===== src/rtl/cpg_pkg.sv =====
package cpg_pkg;

  localparam int CP_NUM_W = 4;
  localparam int CP_SPACE = 1 << CP_NUM_W;

  typedef logic [CP_NUM_W-1:0] cp_num_t;

  typedef enum logic [1:0] {
    PERM_NONE = 2'd0,
    PERM_PRIV = 2'd1,
    PERM_RSVD = 2'd2,
    PERM_FULL = 2'd3
  } perm_code_e;

  // Coprocessor number field from an instruction word
  function automatic cp_num_t cp_num_of(input logic [31:0] insn, input int lsb);
    logic [31:0] sh;
    sh = insn >> lsb;
    return sh[CP_NUM_W-1:0];
  endfunction

  // Two-bit permission code of coprocessor n
  function automatic perm_code_e perm_field(input logic [31:0] r, input cp_num_t n);
    logic [31:0] sh;
    sh = r >> (2 * int'(n));
    return perm_code_e'(sh[1:0]);
  endfunction

  // Does a permission code deny access in the given mode
  function automatic logic perm_denies(input perm_code_e c, input logic user);
    case (c)
      PERM_NONE: return 1'b1;
      PERM_PRIV: return user;
      PERM_RSVD: return 1'b1;
      default:   return 1'b0;
    endcase
  endfunction

  // Writable-bit mask of the permission register
  function automatic logic [31:0] perm_wr_mask(input logic fpu, input logic [31:0] fp_mask);
    return fpu ? fp_mask : 32'h0;
  endfunction

endpackage


===== src/rtl/cpg_perm_reg.sv =====
module cpg_perm_reg
  import cpg_pkg::*;
#(
  parameter logic [31:0] FP_MASK = 32'h00F0_0000
) (
  input  logic        clk,
  input  logic        rst_n,
  input  logic        wr_en,
  input  logic [31:0] wdata,
  input  logic        fpu_present,
  output logic [31:0] perm_q
);

  logic [31:0] wr_mask;
  logic [31:0] perm_d;

  assign wr_mask = perm_wr_mask(fpu_present, FP_MASK);
  assign perm_d  = wdata & wr_mask;

  always_ff @(posedge clk or negedge rst_n) begin
    if (!rst_n) perm_q <= '0;
    else if (wr_en) perm_q <= perm_d;
  end


  raz_bits_chk: assert property (@(posedge clk) disable iff (!rst_n)
    (perm_q & ~FP_MASK) == 32'h0);


  perm_reset_chk: assert property (@(posedge clk) disable iff (!rst_n)
    $rose(rst_n) |-> perm_q == 32'h0);

endmodule


===== src/rtl/cpg_enable_reg.sv =====
module cpg_enable_reg #(
  parameter int NUM_CHECKED = 14
) (
  input  logic                   clk,
  input  logic                   rst_n,
  input  logic                   wr_en,
  input  logic [NUM_CHECKED-1:0] wdata,
  output logic [NUM_CHECKED-1:0] en_q
);

  always_ff @(posedge clk or negedge rst_n) begin
    if (!rst_n) en_q <= '0;
    else if (wr_en) en_q <= wdata;
  end


  en_reset_chk: assert property (@(posedge clk) disable iff (!rst_n)
    $rose(rst_n) |-> en_q == '0);

endmodule


===== src/rtl/cpg_decide.sv =====
module cpg_decide
  import cpg_pkg::*;
#(
  parameter int NUM_CHECKED  = 14,
  parameter int CP_FIELD_LSB = 8
) (
  input  logic                   clk,
  input  logic                   rst_n,
  input  logic                   insn_valid,
  input  logic [31:0]            insn,
  input  logic                   user_mode,
  input  logic                   alt_mode,
  input  logic [31:0]            perm_q,
  input  logic [NUM_CHECKED-1:0] en_q,
  output logic                   trap,
  output logic                   trap_reserved,
  output cp_num_t                cp_num
);

  logic [CP_SPACE-1:0] deny_perm;
  logic [CP_SPACE-1:0] deny_alt;
  logic [CP_SPACE-1:0] rsvd_vec;
  logic [CP_SPACE-1:0] en_pad;
  logic                deny_sel;
  logic                rsvd_sel;

  assign cp_num = cp_num_of(insn, CP_FIELD_LSB);

  for (genvar i = 0; i < CP_SPACE; i++) begin : g_cp
    if (i < NUM_CHECKED) begin : g_checked
      perm_code_e code;
      assign code         = perm_code_e'(perm_q[2*i+1:2*i]);
      assign deny_perm[i] = perm_denies(code, user_mode);
      assign rsvd_vec[i]  = (code == PERM_RSVD);
      assign deny_alt[i]  = ~en_q[i];
      assign en_pad[i]    = en_q[i];
    end else begin : g_free
      assign deny_perm[i] = 1'b0;
      assign rsvd_vec[i]  = 1'b0;
      assign deny_alt[i]  = 1'b0;
      assign en_pad[i]    = 1'b1;
    end
  end

  assign deny_sel      = alt_mode ? deny_alt[cp_num] : deny_perm[cp_num];
  assign rsvd_sel      = ~alt_mode & rsvd_vec[cp_num];
  assign trap          = insn_valid & deny_sel;
  assign trap_reserved = insn_valid & rsvd_sel;


  full_open_chk: assert property (@(posedge clk) disable iff (!rst_n)
    (insn_valid && !alt_mode && perm_field(perm_q, cp_num) == PERM_FULL) |-> !trap);


  none_block_chk: assert property (@(posedge clk) disable iff (!rst_n)
    (insn_valid && !alt_mode && int'(cp_num) < NUM_CHECKED &&
     perm_field(perm_q, cp_num) == PERM_NONE) |-> trap);


  alt_block_chk: assert property (@(posedge clk) disable iff (!rst_n)
    (insn_valid && alt_mode && !en_pad[cp_num]) |-> trap);


  rsvd_flag_chk: assert property (@(posedge clk) disable iff (!rst_n)
    trap_reserved |-> (trap && !alt_mode));

endmodule


===== src/rtl/cp_access_gate.sv =====
module cp_access_gate
  import cpg_pkg::*;
#(
  parameter int          NUM_CHECKED  = 14,
  parameter int          CP_FIELD_LSB = 8,
  parameter logic [31:0] FP_MASK      = 32'h00F0_0000
) (
  input  logic        clk,
  input  logic        rst_n,
  input  logic        fpu_present,
  input  logic        alt_mode,
  input  logic        reg_wr_en,
  input  logic        reg_sel,
  input  logic [31:0] reg_wdata,
  output logic [31:0] reg_rdata,
  input  logic        insn_valid,
  input  logic [31:0] insn,
  input  logic        user_mode,
  output logic        trap,
  output logic        trap_reserved
);

  localparam int EN_PAD_W = 32 - NUM_CHECKED;

  logic [31:0]            perm_q;
  logic [NUM_CHECKED-1:0] en_q;
  logic                   perm_wr;
  logic                   en_wr;
  cp_num_t                cp_num;

  assign perm_wr = reg_wr_en & ~reg_sel;
  assign en_wr   = reg_wr_en & reg_sel;

  cpg_perm_reg #(.FP_MASK(FP_MASK)) u_perm (
    .clk(clk), .rst_n(rst_n), .wr_en(perm_wr), .wdata(reg_wdata),
    .fpu_present(fpu_present), .perm_q(perm_q)
  );

  cpg_enable_reg #(.NUM_CHECKED(NUM_CHECKED)) u_en (
    .clk(clk), .rst_n(rst_n), .wr_en(en_wr),
    .wdata(reg_wdata[NUM_CHECKED-1:0]), .en_q(en_q)
  );

  cpg_decide #(.NUM_CHECKED(NUM_CHECKED), .CP_FIELD_LSB(CP_FIELD_LSB)) u_dec (
    .clk(clk), .rst_n(rst_n), .insn_valid(insn_valid), .insn(insn),
    .user_mode(user_mode), .alt_mode(alt_mode), .perm_q(perm_q), .en_q(en_q),
    .trap(trap), .trap_reserved(trap_reserved), .cp_num(cp_num)
  );

  assign reg_rdata = reg_sel ? {{EN_PAD_W{1'b0}}, en_q} : perm_q;


  high_cp_chk: assert property (@(posedge clk) disable iff (!rst_n)
    (int'(cp_num) >= NUM_CHECKED) |-> (!trap && !trap_reserved));


  idle_quiet_chk: assert property (@(posedge clk) disable iff (!rst_n)
    !insn_valid |-> (!trap && !trap_reserved));

endmodule


===== config.mk =====
export PLATFORM = sky130hd
export DESIGN_NAME = cp_access_gate
export DESIGN_NICKNAME = d
export VERILOG_FILES = /design/src/rtl/cpg_pkg.sv /design/src/rtl/cpg_perm_reg.sv /design/src/rtl/cpg_enable_reg.sv /design/src/rtl/cpg_decide.sv /design/src/rtl/cp_access_gate.sv
export SDC_FILE = /design/constraint.sdc
export NUM_CORES = 1
export LEC_CHECK = 0
export BUFFER_PORTS_ARGS = -buffer_cell sky130_fd_sc_hd__buf_2
export CORE_MARGIN = 8
export CORE_UTILIZATION = 39
export CTS_CLUSTER_DIAMETER = 40
export DETAILED_ROUTE_END_ITERATION = 10
export PLACE_DENSITY_LB_ADDON = 0.2
export SYNTH_ARGS = -nofsm -noshare
export SYNTH_HDL_FRONTEND = slang
export SYNTH_SLANG_ARGS = --single-unit

===== constraint.sdc =====
create_clock -name clk -period 2.5 [get_ports clk]
set_clock_uncertainty 0.15 [all_clocks]
set_input_delay 0.375 -clock clk [delete_from_list [all_inputs] [get_ports clk]]
set_output_delay 0.375 -clock clk [all_outputs]
set_load 0.03 [all_outputs]

* Word-level counts from Yosys, hierarchy flattened
Index checks and enable logic that the tools add are counted.
** Cells by class
- Equal/unequal tests :: 28
- Muxes and demuxes :: 23
- Magnitude comparators :: 1
- Bitwise gates (word level) :: 22
- Reductions and logical operators :: 28
** Operators with widths (number)
- AND 32 bit :: 1
- 2-to-1 mux 32 bit :: 1
- equality test 2 x 1 -> 1 bit, second input constant :: 14
- equality test 2 bit, second input constant :: 14
- logical NOT 2 bit :: 14
- case mux 1 bit (2 select lines) :: 14
- OR reduction 2 bit :: 14
- 2-to-1 mux 24 bit :: 1
- inverter 1 bit :: 16
- binary-select mux 1 bit (select 4 bit) :: 3
- AND 1 bit :: 5
- < comparator 4 x 5 -> 1 bit, second input constant :: 1
- 2-to-1 mux 1 bit :: 4
** Word-level totals
- Output and inout bits :: 34
- Input bits :: 72
- Word-level logic and storage cells :: 104
- Flip-flop bits (word level) :: 46

* Longest topological paths before layout
- Depth in word-level cells :: 7
- Gate-level depth with buffers :: 5
- Mapped depth without buffers :: 4

* Modules after synthesis
Synthesis repeated with hierarchy kept, for this count alone.
** Unflattened totals
- Cells, all modules :: 194
- Area, all modules :: 1861.8 um2
** Modules (own cells, without submodules)
- cpg_decide :: cells an instance 82, times used 1, area an instance 611.8 um2
- cpg_enable_reg :: cells an instance 29, times used 1, area an instance 519.2 um2
- cpg_perm_reg :: cells an instance 45, times used 1, area an instance 369.1 um2
- cp_access_gate :: cells an instance 38, times used 1, area an instance 361.6 um2

* Worst setup path before layout
No wires, ideal clock.
- Kind :: input -> output
- Start :: in insn[8]
- End :: out trap
- Path slack :: 202 ps
- Data arrival time :: 1773 ps
- Required time :: 1975 ps
- Buffers on the path :: 1
- Cell stages on the path :: 5
- Cells stage by stage :: buf_6 mux2_4 o311ai_2 o21ai_1 nor3_1
** Between the ends
- Word-level cells in the longest chain between the ends :: 4
- Elaborated cells between the ends (all ways) :: 6
** Ends and longest elaborated chain
- start, declared :: RTL line cp_access_gate.sv:17 : input logic [31:0] insn,
- binary-select mux 1 bit (select 4 bit) :: RTL line cpg_decide.sv:45 : assign deny_sel = alt_mode ? deny_alt[cp_num] : deny_perm[cp_num];
- 2-to-1 mux 1 bit (implied by the code) :: RTL line cpg_decide.sv:45
- 2-to-1 mux 1 bit * :: RTL line cpg_decide.sv:45
- AND 1 bit * :: RTL line cpg_decide.sv:47 : assign trap = insn_valid & deny_sel;
- end, declared :: RTL line cp_access_gate.sv:19 : output logic trap,
Mark *: on every way between the ends. The rest lies on a longest branch, timed or not. The select of a mux whose other input is x is not followed.

* Worst setup path after layout
- Start :: reg u_en.en_q[0]
- End :: out trap
** Between the ends
- Word-level cells in the longest chain between the ends :: 5
** Ends and longest elaborated chain
- start, declared :: RTL line cpg_enable_reg.sv:8 : output logic [NUM_CHECKED-1:0] en_q
- start signal, assigned :: RTL line cpg_enable_reg.sv:13 : else if (wr_en) en_q <= wdata;
- inverter 1 bit :: RTL line cpg_decide.sv:35 : assign deny_alt[i] = ~en_q[i];
- binary-select mux 1 bit (select 4 bit) :: RTL line cpg_decide.sv:45
- 2-to-1 mux 1 bit (implied by the code) :: RTL line cpg_decide.sv:45
- 2-to-1 mux 1 bit :: RTL line cpg_decide.sv:45
- AND 1 bit :: RTL line cpg_decide.sv:47
No other way between the ends. The select of a mux whose other input is x is not followed.

==> metrics.yaml <==
status: "finished, final reports clean"
crit_arrival_ns: 1.70
critPathMaxFanout: 3
cts-root-buf: "clkbuf_4"
htreeDepth: 1
antenna_found_initial: 0
pwr-share-seq: 0.470
nFillCells: 277
port_buffers: 49
grt_start_max_net_pins: 21
p_per_area_nw_per_um2: 556
max_freq_mhz: 449
comb_power_share: 0.346
hp-class: "input pin to flip-flop"
grt_pass1_wl_mm: 4.66
area_growth_pct: 20.3
setup_tns_ns: 0
drtPass1Iterations: 4
cap_violations: 0
die_x_um: 70.1
antenna_cells: 0
synth_top_family_by_area: "multiplexers"
routedWlPerCell_um: 14.1
synth_ff_type: "dfrtp_1"
hold_violations: 0
synthAdderAreaFrac: 0
synthMuxAreaShare: 0.212
slew_headroom: 0.606
layout-drive-gt1-share: 0.438
vdd_drop_max_uv: 369
grt_pass1_vias: 1008
syn-mean-instance-area_um2: 10.1
p_sw_uw: 270
slew_viol_final: 0
grt_usage: 0.112
p_int_uw: 494
synth_top_cells_by_area: "dfrtp_1 (39%), mux2_2 (16%), buf_4 (9.2%)"
gp_congestion: 0.771
synth_warnings: 0
cts_tree: "yes"
setup_viol: 0
num_vias: 891
syn_inst: 113
swShare: 0.353
power_leakage_nw: 0.702
utilization: 0.498
viasPerCell: 4.66
die_h_um: 70.1
synth_top_area_frac: 0.395
hold_start: "reg_wdata[5]"
pwr-share-clk: 0.184
rsz0062_at_grt: "no"
p_total_uw: 764
clkLatencyLatePin_ns: 0.28
yosys_register_bits: 18
worstReg2RegEnd: "u_en.en_q[0]"
finalCriticalPeriod_ns: 2.22
hold_end: "u_en.en_q[5]"
yosysSeqAreaShare: 0.395
clk_pin_slew_ns: 0.10
gr-total-overflow: 0
worst_slew_pin_slew_ns: 0.589
yosysUniqueCellTypes: 28
holdWs_ns: 0.163
post-cts-setup-buffers: 0
pin_count: 106
ctsResizeCount: 0
synth_compound_area_frac: 0.0647
hold_buffers: 1
route.detailed.drc: 0
dr.first_iter.drc_count: 20
syn_area_um2: 1140
coreArea_um2: 2760
core.rowCount: 19
numCtsBuffers: 3
dieArea_um2: 4910
async_reset_ff_frac: 1.00
routed_wl_mm: 2.69
crit_path_end_kind: "output pin"
ff2ff_setup_slack_ns: 1.57
clkSinkCount: 18
required_ns: 1.98
fin_nets: 234
ant_nets: 0
min_period_over_period: 0.890
synth_edf_count: 0
rr_worst_depth: 1
criticalPathCategory: "flip-flop to output pin"
initial_core_util: 0.414
synth-xor-area-share: 0
hold_depth: 2
synthSimpleGateAreaFrac: 0.205
cp-start-kind: "flip-flop"
cts_buffer_depth: 2
regToRegStartpoint: "u_en.en_q[0]"
final_common_cell: "buf_2"
mostFrequentLayoutCells: "buf_2 (49), dfrtp_1 (18), mux2_2 (16)"
synth_top_area_cell: "dfrtp_1"
[how the worst max path moves through the flow]
| stage | slack (ns) | to | from |
|---|---|---|---|
| final | 0.28 | trap | u_en.en_q[0] |
| after global routing | 0.17 | trap | u_en.en_q[2] |
| after CTS | 0.26 | trap | u_en.en_q[2] |
| after detailed placement | 0.38 | trap | insn[8] |
| after global placement | 0.37 | trap | insn[8] |
| after floorplan | 0.20 | trap | insn[8] |
[stage by stage]
step                      area (um2)  cells  setup slack [ns]
after floorplan                 1190    126             0.202
after global placement          1340    187             0.373
after detailed placement        1340    187             0.377
after CTS                       1370    191             0.263
after global routing            1370    191             0.172
final                           1370    191             0.275
[layer usage]
metal	track usage	wire length (um)	vias to the layer above
li1	-	-	448
met1	0.128	1180	403
met2	0.181	1260	38
met3	0.0523	240	2
met4	0.0335	15	0
met5	0	0	-
[logic make-up (layout without fill, tap and decap cells)]
group	count (synthesis)	in the layout
buffers and inverters	20	54
and+or+nand+nor	43	43
DFF	18	18
other	1	14
AOI/OAI and AO/OA	11	11
muxes	20	20
[cell usage after synthesis (all sizes together), types with 2 or more instances]
master and instances:
nand2 12, dfrtp 18, o21ai 5, mux2i 2
nand2b 3, nor2b 4, clkbuf 2, and2 14
nor3 2, mux2 17, a31oi 2, buf 17
nor2 4
[power by group through the flow]
stage	Sequential (mW)	Clock, mW	Combinational [mW]
after CTS	0.360	0.146	0.267
after floorplan	0.355	0	0.212
after global placement	0.363	0	0.260
after global routing	0.367	0.162	0.288
final	0.359	0.141	0.264
after detailed placement	0.366	0	0.264
[critical path, cell delays in order, from the launching register on]
cell     delay (ns)
dfrtp_1        0.41
mux4_1         0.49
nor2_1         0.10
nor4b_1        0.06
nor3_1         0.12
buf_2          0.23
[flip-flops by register name, summed over array words and instances (netlist names)]
register / count
u_en.en_q: 14
u_perm.perm_q: 4
[cell type report]
class | instances | area [um2] | share of cell area
Tap cell | 31 | 38.8 | 0.0283
Inverter | 1 | 3.75 | 0.00273
Timing Repair Buffer | 50 | 255 | 0.186
Clock buffer | 3 | 22.5 | 0.0164
Multi-Input combinational cell | 88 | 602 | 0.438
Sequential cell | 18 | 450 | 0.328
No activity file was read; power rests on OpenSTA's default activity.
